<file path="src/rtl/sat_pkg.sv">
package sat_pkg;
  // smallest field the port will shift
  localparam int FIELD_MIN = 4;

  typedef enum logic {
    TRIG_WORD = 1'b0,
    TRIG_LR   = 1'b1
  } trig_e;
endpackage

</file>
<file path="src/rtl/sat_sync.sv">
module sat_sync #(
  parameter int N      = 3,
  parameter int STAGES = 2
) (
  input  logic         clk,
  input  logic         rst,
  input  logic [N-1:0] a_i,
  output logic [N-1:0] lvl_o
);
  for (genvar g = 0; g < N; g++) begin : g_bit
    logic [STAGES-1:0] sr;
    always_ff @(posedge clk) begin
      if (rst) sr <= '0;
      else     sr <= {sr[STAGES-2:0], a_i[g]};
    end
    assign lvl_o[g] = sr[STAGES-1];
  end
endmodule

</file>
<file path="src/rtl/sat_framer.sv">
module sat_framer
  import sat_pkg::*;
(
  input  logic  clk,
  input  logic  rst,
  input  logic  bk_lvl,
  input  logic  lr_lvl,
  input  logic  wc_lvl,
  input  logic  inv_edge,
  input  trig_e trig,
  output logic  launch_o,
  output logic  start_o,
  output logic  start_left_o
);
  logic bk_prev, lr_prev, wc_prev;
  logic bk_rise, bk_fall, smp;

  always_comb begin
    bk_rise      = bk_lvl & ~bk_prev;
    bk_fall      = ~bk_lvl & bk_prev;
    smp          = inv_edge ? bk_fall : bk_rise;
    launch_o     = inv_edge ? bk_rise : bk_fall;
    start_left_o = lr_lvl;
    if (trig == TRIG_LR) start_o = smp & (lr_lvl ^ lr_prev);
    else                 start_o = smp & wc_lvl & ~wc_prev;
  end

  always_ff @(posedge clk) begin
    if (rst) begin
      bk_prev <= 1'b0;
      lr_prev <= 1'b0;
      wc_prev <= 1'b0;
    end else begin
      bk_prev <= bk_lvl;
      if (smp) begin
        lr_prev <= lr_lvl;
        wc_prev <= wc_lvl;
      end
    end
  end
endmodule

</file>
<file path="src/rtl/sat_pairbuf.sv">
module sat_pairbuf #(
  parameter int DW = 24
) (
  input  logic          clk,
  input  logic          rst,
  input  logic          start,
  input  logic          start_left,
  input  logic          ld_valid,
  output logic          ld_ready,
  input  logic [DW-1:0] ld_left,
  input  logic [DW-1:0] ld_right,
  output logic [DW-1:0] word_o,
  output logic          uflow_o
);
  logic          pend_v;
  logic [DW-1:0] pend_l, pend_r, cur_l, cur_r;
  logic          fire, take;

  assign ld_ready = ~pend_v;
  assign fire     = ld_valid & ~pend_v;
  assign take     = start & start_left;

  always_comb begin
    if (!start_left)  word_o = cur_r;
    else if (pend_v)  word_o = pend_l;
    else if (fire)    word_o = ld_left;
    else              word_o = cur_l;
  end

  always_ff @(posedge clk) begin
    if (rst) begin
      pend_v  <= 1'b0;
      pend_l  <= '0;
      pend_r  <= '0;
      cur_l   <= '0;
      cur_r   <= '0;
      uflow_o <= 1'b0;
    end else begin
      uflow_o <= take & ~pend_v & ~fire;
      if (take) begin
        if (pend_v) begin
          cur_l  <= pend_l;
          cur_r  <= pend_r;
          pend_v <= 1'b0;
        end else if (fire) begin
          cur_l <= ld_left;
          cur_r <= ld_right;
        end
      end else if (fire) begin
        pend_l <= ld_left;
        pend_r <= ld_right;
        pend_v <= 1'b1;
      end
    end
  end
endmodule

</file>
<file path="src/rtl/sat_shifter.sv">
module sat_shifter
  import sat_pkg::*;
#(
  parameter int DW = 24,
  parameter int WW = $clog2(DW + 1)
) (
  input  logic          clk,
  input  logic          rst,
  input  logic          launch,
  input  logic          start,
  input  logic [DW-1:0] word,
  input  logic [WW-1:0] width,
  input  logic          msb_dly,
  output logic          sdata_o
);
  localparam logic [WW-1:0] W_LO = WW'(FIELD_MIN);
  localparam logic [WW-1:0] W_HI = WW'(DW);

  logic [WW-1:0] w_eff;
  logic          arm, arm_dly, busy;
  logic [DW-1:0] arm_word, sh;
  logic [WW-1:0] cnt;

  always_comb begin
    if (width < W_LO)      w_eff = W_LO;
    else if (width > W_HI) w_eff = W_HI;
    else                   w_eff = width;
  end

  always_ff @(posedge clk) begin
    if (rst) begin
      arm      <= 1'b0;
      arm_dly  <= 1'b0;
      arm_word <= '0;
      sh       <= '0;
      cnt      <= '0;
      busy     <= 1'b0;
      sdata_o  <= 1'b0;
    end else begin
      if (launch) begin
        if (arm && !arm_dly) begin
          sdata_o <= arm_word[DW-1];
          sh      <= {arm_word[DW-2:0], 1'b0};
          cnt     <= w_eff - 1'b1;
          busy    <= 1'b1;
          arm     <= 1'b0;
        end else begin
          if (arm) arm_dly <= 1'b0;
          if (busy && cnt != '0) begin
            sdata_o <= sh[DW-1];
            sh      <= {sh[DW-2:0], 1'b0};
            cnt     <= cnt - 1'b1;
          end else begin
            sdata_o <= 1'b0;
            busy    <= 1'b0;
          end
        end
      end
      if (start) begin
        arm      <= 1'b1;
        arm_dly  <= msb_dly;
        arm_word <= word << (DW - int'(w_eff));
      end
    end
  end
endmodule

</file>
<file path="src/rtl/ser_audio_tx.sv">
module ser_audio_tx
  import sat_pkg::*;
#(
  parameter int DATA_W      = 24,
  parameter int SYNC_STAGES = 2,
  parameter int WID_W       = $clog2(DATA_W + 1)
) (
  input  logic              clk,
  input  logic              rst,
  input  logic              cfg_inv_edge,
  input  logic              cfg_msb_dly,
  input  logic              cfg_lr_trig,
  input  logic [WID_W-1:0]  cfg_width,
  input  logic              bclk_i,
  input  logic              lrclk_i,
  input  logic              wclk_i,
  input  logic              ld_valid,
  output logic              ld_ready,
  input  logic [DATA_W-1:0] ld_left,
  input  logic [DATA_W-1:0] ld_right,
  output logic              sdata_o,
  output logic              uflow_o
);
  logic [2:0]        lvl;
  logic              launch, fr_start, fr_left;
  logic [DATA_W-1:0] fld_word;
  trig_e             trig;

  assign trig = cfg_lr_trig ? TRIG_LR : TRIG_WORD;

  sat_sync #(.N(3), .STAGES(SYNC_STAGES)) u_sync (
    .clk(clk), .rst(rst),
    .a_i({wclk_i, lrclk_i, bclk_i}),
    .lvl_o(lvl)
  );

  sat_framer u_framer (
    .clk(clk), .rst(rst),
    .bk_lvl(lvl[0]), .lr_lvl(lvl[1]), .wc_lvl(lvl[2]),
    .inv_edge(cfg_inv_edge), .trig(trig),
    .launch_o(launch), .start_o(fr_start), .start_left_o(fr_left)
  );

  sat_pairbuf #(.DW(DATA_W)) u_pairbuf (
    .clk(clk), .rst(rst),
    .start(fr_start), .start_left(fr_left),
    .ld_valid(ld_valid), .ld_ready(ld_ready),
    .ld_left(ld_left), .ld_right(ld_right),
    .word_o(fld_word), .uflow_o(uflow_o)
  );

  sat_shifter #(.DW(DATA_W), .WW(WID_W)) u_shifter (
    .clk(clk), .rst(rst),
    .launch(launch), .start(fr_start),
    .word(fld_word), .width(cfg_width), .msb_dly(cfg_msb_dly),
    .sdata_o(sdata_o)
  );
endmodule

</file>
<file path="config.mk">
export PLATFORM = sky130hd
export DESIGN_NAME = ser_audio_tx
export DESIGN_NICKNAME = d
export VERILOG_FILES = /design/src/rtl/sat_pkg.sv /design/src/rtl/sat_sync.sv /design/src/rtl/sat_framer.sv /design/src/rtl/sat_pairbuf.sv /design/src/rtl/sat_shifter.sv /design/src/rtl/ser_audio_tx.sv
export SDC_FILE = /design/constraint.sdc
export NUM_CORES = 1
export LEC_CHECK = 0
export BUFFER_PORTS_ARGS = -buffer_cell sky130_fd_sc_hd__clkbuf_2
export CAP_MARGIN = 30
export CORE_ASPECT_RATIO = 0.7
export CORE_UTILIZATION = 60
export CTS_BUF_LIST = sky130_fd_sc_hd__clkbuf_2 sky130_fd_sc_hd__clkbuf_4 sky130_fd_sc_hd__clkbuf_8
export CTS_CLUSTER_DIAMETER = 40
export DETAILED_ROUTE_END_ITERATION = 10
export GPL_ROUTABILITY_DRIVEN = 0
export GPL_TIMING_DRIVEN = 1
export PLACE_DENSITY_LB_ADDON = 0.25
export SKIP_CTS_REPAIR_TIMING = 1
export SLEW_MARGIN = 15
export SYNTH_ARGS = -nofsm -noshare
export SYNTH_HDL_FRONTEND = slang
export SYNTH_HIERARCHICAL = 1
export SYNTH_SLANG_ARGS = --single-unit
</file>
<file path="constraint.sdc">
create_clock -name clk -period 5.7 [get_ports clk]
set_clock_uncertainty 0.2 [all_clocks]
set_input_delay 0.57 -clock clk [delete_from_list [all_inputs] [get_ports clk]]
set_output_delay 0.57 -clock clk [all_outputs]
set_load 0.02 [all_outputs]
</file>
==> impl_metrics.tcl <==
set metrics [dict create \
    finalHoldViolCount 0 \
    grt_pass1_vias 7610 \
    synth_cell_types 63 \
    cts_tree "built" \
    core_area_um2 14810 \
    ys_ff_latch 163 \
    fin_nets 1196 \
    p_per_area_nw_per_um2 252.7 \
    yosys_warnings 6 \
    timing.rr.start "u_pairbuf/pend_v$_SDFFE_PP0N_" \
    io_buffers 64 \
    max_freq_ghz 0.2702 \
    dr.pass1.iters 6 \
    cts_buffers 17 \
    start_util 0.6207 \
    worstMarginPinSlew_ps 875.2 \
    cp_num_cells 10 \
    start_kind "input pin" \
    avgSynthCellArea_um2 8.024 \
    period_needed_ps 3700 \
    die_y_um 105.6 \
    cp-end-kind "register" \
    async_flop_share 0 \
    required_ps 5900 \
    synth_flop_cell "dfxtp_1" \
    antenna_found_initial 0 \
    mostFrequentLayoutCells "161 x dfxtp_1, 99 x nand2_1, 95 x nor2_1" \
    drive_gt1_frac 0.1179 \
    nFillCells 1281 \
    ys_seq_area_frac 0.3549 \
    grt_overflow_total 0 \
    wire_per_inst_um 17.51 \
    vias 8581 \
    tns_ps 0 \
    worstPathArrival_ps 3900 \
    p_leak_uw 0.003326 \
    min_period_over_period 0.6492 \
    grt_max_degree 79 \
    rows 37 \
    cp_slowest_cell "ha_1" \
    holdWs_ps 98.45 \
    grt_pass1_wl_um 38450 \
    crit_buf_inv 2 \
    dp_hpwl_um 14670 \
    max-clock-path-buffers 2 \
    remaining_drc_errors 0 \
    critPathKind "input pin to register" \
    layout_commonest_cell "dfxtp_1" \
    cp_top_family "compound AO/OA/AOI/OAI gates" \
    areaGrowthSynthToFinish_pct 6.477 \
    routed_wirelength_um 23460 \
    slew_headroom 0.4165 \
    die_x_um 150.0 \
    r2r_cells 10 \
    ant_nets 0 \
    placed_area_um2 9306 \
    path_cells "clkbuf_2 > nor3_1 > a21oi_1 > nand2_1 > ha_1 > inv_1 > a211o_1 > nand2b_1 > o311a_1 > a211oi_1" \
    syn_area_um2 9195 \
    r2r_slack_ps 2410 \
    max_stage_delay_ps 900 \
    vias_per_cell 6.404 \
    cts_sinks 163 \
    clock_latency_ps 490 \
    grt_setup_unrepaired "false" \
    slew_viol_final 0 \
    clock_tree.root_cell "clkbuf_8" \
    diodes 0 \
    cts-htree-levels 4 \
    ioPinCount 65 \
    setup_viol 0 \
    synthesis.nets 1210 \
    drt_iter0_drc 1122 \
    track_usage 0.3027 \
    synth_edf_count 0 \
    outcome "complete, no violations" \
    critPathMaxFanout 38 \
    r2r-end "u_shifter/arm_word[18]$_SDFFE_PP0P_" \
    design_area_um2 9791 \
    crit_path_end "u_shifter/arm_word[18]$_SDFFE_PP0P_" \
    dieArea_um2 15830 \
    hp-class "input pin to register" \
    vdd_drop_max_uv 130.9 \
    maxCapViolations 0 \
    clk_pin_slew_worst_paths_ps 90 \
    crit_path_start "cfg_width[4]" \
    netlist_instances 1146 \
]
[state kept, by name, indices dropped and copies added, names as in the netlist]
name	flops
u_shifter/cnt	5
u_shifter/arm_word	24
u_sync/g_bit.sr	6
u_framer/wc_prev	1
u_shifter/arm	1
u_pairbuf/uflow_o	1
u_framer/lr_prev	1
u_shifter/sdata_o	1
u_pairbuf/cur_l	24
u_shifter/arm_dly	1
u_shifter/busy	1
u_pairbuf/cur_r	24
u_shifter/sh	23
u_pairbuf/pend_r	24
u_pairbuf/pend_v	1
u_framer/bk_prev	1
u_pairbuf/pend_l	24
[how the worst min path moves through the flow]
stage,start,end,slack (ps),depth (start not counted)
2_1_floorplan,u_sync/g_bit[0].sr[0]$_SDFF_PP0_,u_sync/g_bit[0].sr[1]$_SDFF_PP0_,210,1
3_3_place_gp,u_shifter/arm_word[12]$_SDFFE_PP0P_,u_shifter/arm_word[12]$_SDFFE_PP0P_,230,2
3_5_place_dp,u_pairbuf/cur_l[11]$_SDFFE_PP0P_,u_pairbuf/cur_l[11]$_SDFFE_PP0P_,240,1
4_1_cts,lrclk_i,u_sync/g_bit[1].sr[0]$_SDFF_PP0_,90,2
5_1_grt,lrclk_i,u_sync/g_bit[1].sr[0]$_SDFF_PP0_,90,2
6_report,lrclk_i,u_sync/g_bit[1].sr[0]$_SDFF_PP0_,100,2
[cell usage after synthesis (all sizes together), types with 2 or more instances]
cell | n | area, um^2
inv | 31 | 116.4
a22o | 2 | 17.52
a211oi | 51 | 382.9
nor3b | 9 | 67.56
ha | 2 | 25.02
mux2i | 55 | 550.5
a22oi | 3 | 22.52
dfxtp | 163 | 3263
clkbuf | 59 | 226.5
nor3 | 10 | 50.05
o21ai | 73 | 365.4
and2 | 5 | 31.28
xor2 | 2 | 25.03
nor2b | 51 | 319.1
or2 | 2 | 12.52
mux4 | 2 | 45.04
a311oi | 22 | 192.7
a21oi | 87 | 435.4
a32oi | 5 | 43.79
o221ai | 40 | 356.6
a21o | 3 | 22.52
nand2 | 99 | 371.6
o2bb2ai | 24 | 210.2
a211o | 2 | 17.52
buf | 56 | 376.6
o21a | 2 | 15.01
nand3 | 53 | 265.3
o211ai | 6 | 45.04
nor2 | 97 | 371.6
o22a | 7 | 61.31
nand3b | 26 | 195.2
o2111ai | 3 | 26.28
and3 | 4 | 25.02
nand2b | 38 | 237.7
a31oi | 6 | 37.54
a2bb2oi | 3 | 32.53
xnor2 | 2 | 36.29
o22ai | 26 | 162.7
mux2 | 2 | 22.52
[cell type report]
class | count | area [um^2] | share of cell area
clock buffers | 18 | 247.7 | 0.02530
clock inverters | 14 | 168.9 | 0.01725
inverters | 31 | 116.4 | 0.01189
flip-flops and latches | 163 | 3268 | 0.3338
well taps | 195 | 244.0 | 0.02492
multi-input cells | 837 | 5230 | 0.5342
repair buffers | 82 | 515.5 | 0.05265
[cells by family (layout without fill, tap and decap cells)]
family	after synthesis	after routing	share of synthesized area
fa+ha+maj	3	3	0.003946
simple gates	399	399	0.2160
xor+xnor	4	4	0.006669
buf+inv	146	145	0.07824
flops	163	163	0.3549
compound gates	372	372	0.2731
mux	59	59	0.06722
[through the flow]
stage | power [uW] | worst slack (ps) | instances | util
detailed placement | 1582 | 1593 | 1305 | 0.6282
global route | 2573 | 1727 | 1340 | 0.6609
floorplan | 1504 | 2448 | 1146 | -
finish | 2474 | 2000 | 1340 | 0.6609
CTS | 2471 | 2085 | 1337 | 0.6563
global placement | 1576 | 1696 | 1304 | 0.6269
[routing by layer]
metal | GRT usage | wire length (um)
met1 | 0.4373 | 10950
met2 | 0.4514 | 10180
met3 | 0.06450 | 2016
met4 | 0.08153 | 319
met5 | 0 | 0
[power by group]
group | internal (uW) | switching, uW
Combinational | 149 | 247
Clock | 417 | 484
Sequential | 1160 | 15.1
[worst register-to-register path: stages (launching register included)]
cell	delay (ps)
dfxtp_4	560
buf_16	310
a211oi_1	160
o22ai_1	440
nor3b_1	100
o21ai_0	180
o221ai_1	250
mux2i_1	280
a22oi_1	150
o311a_1	350
a211oi_1	230
Power figures use the tool's default switching activity.
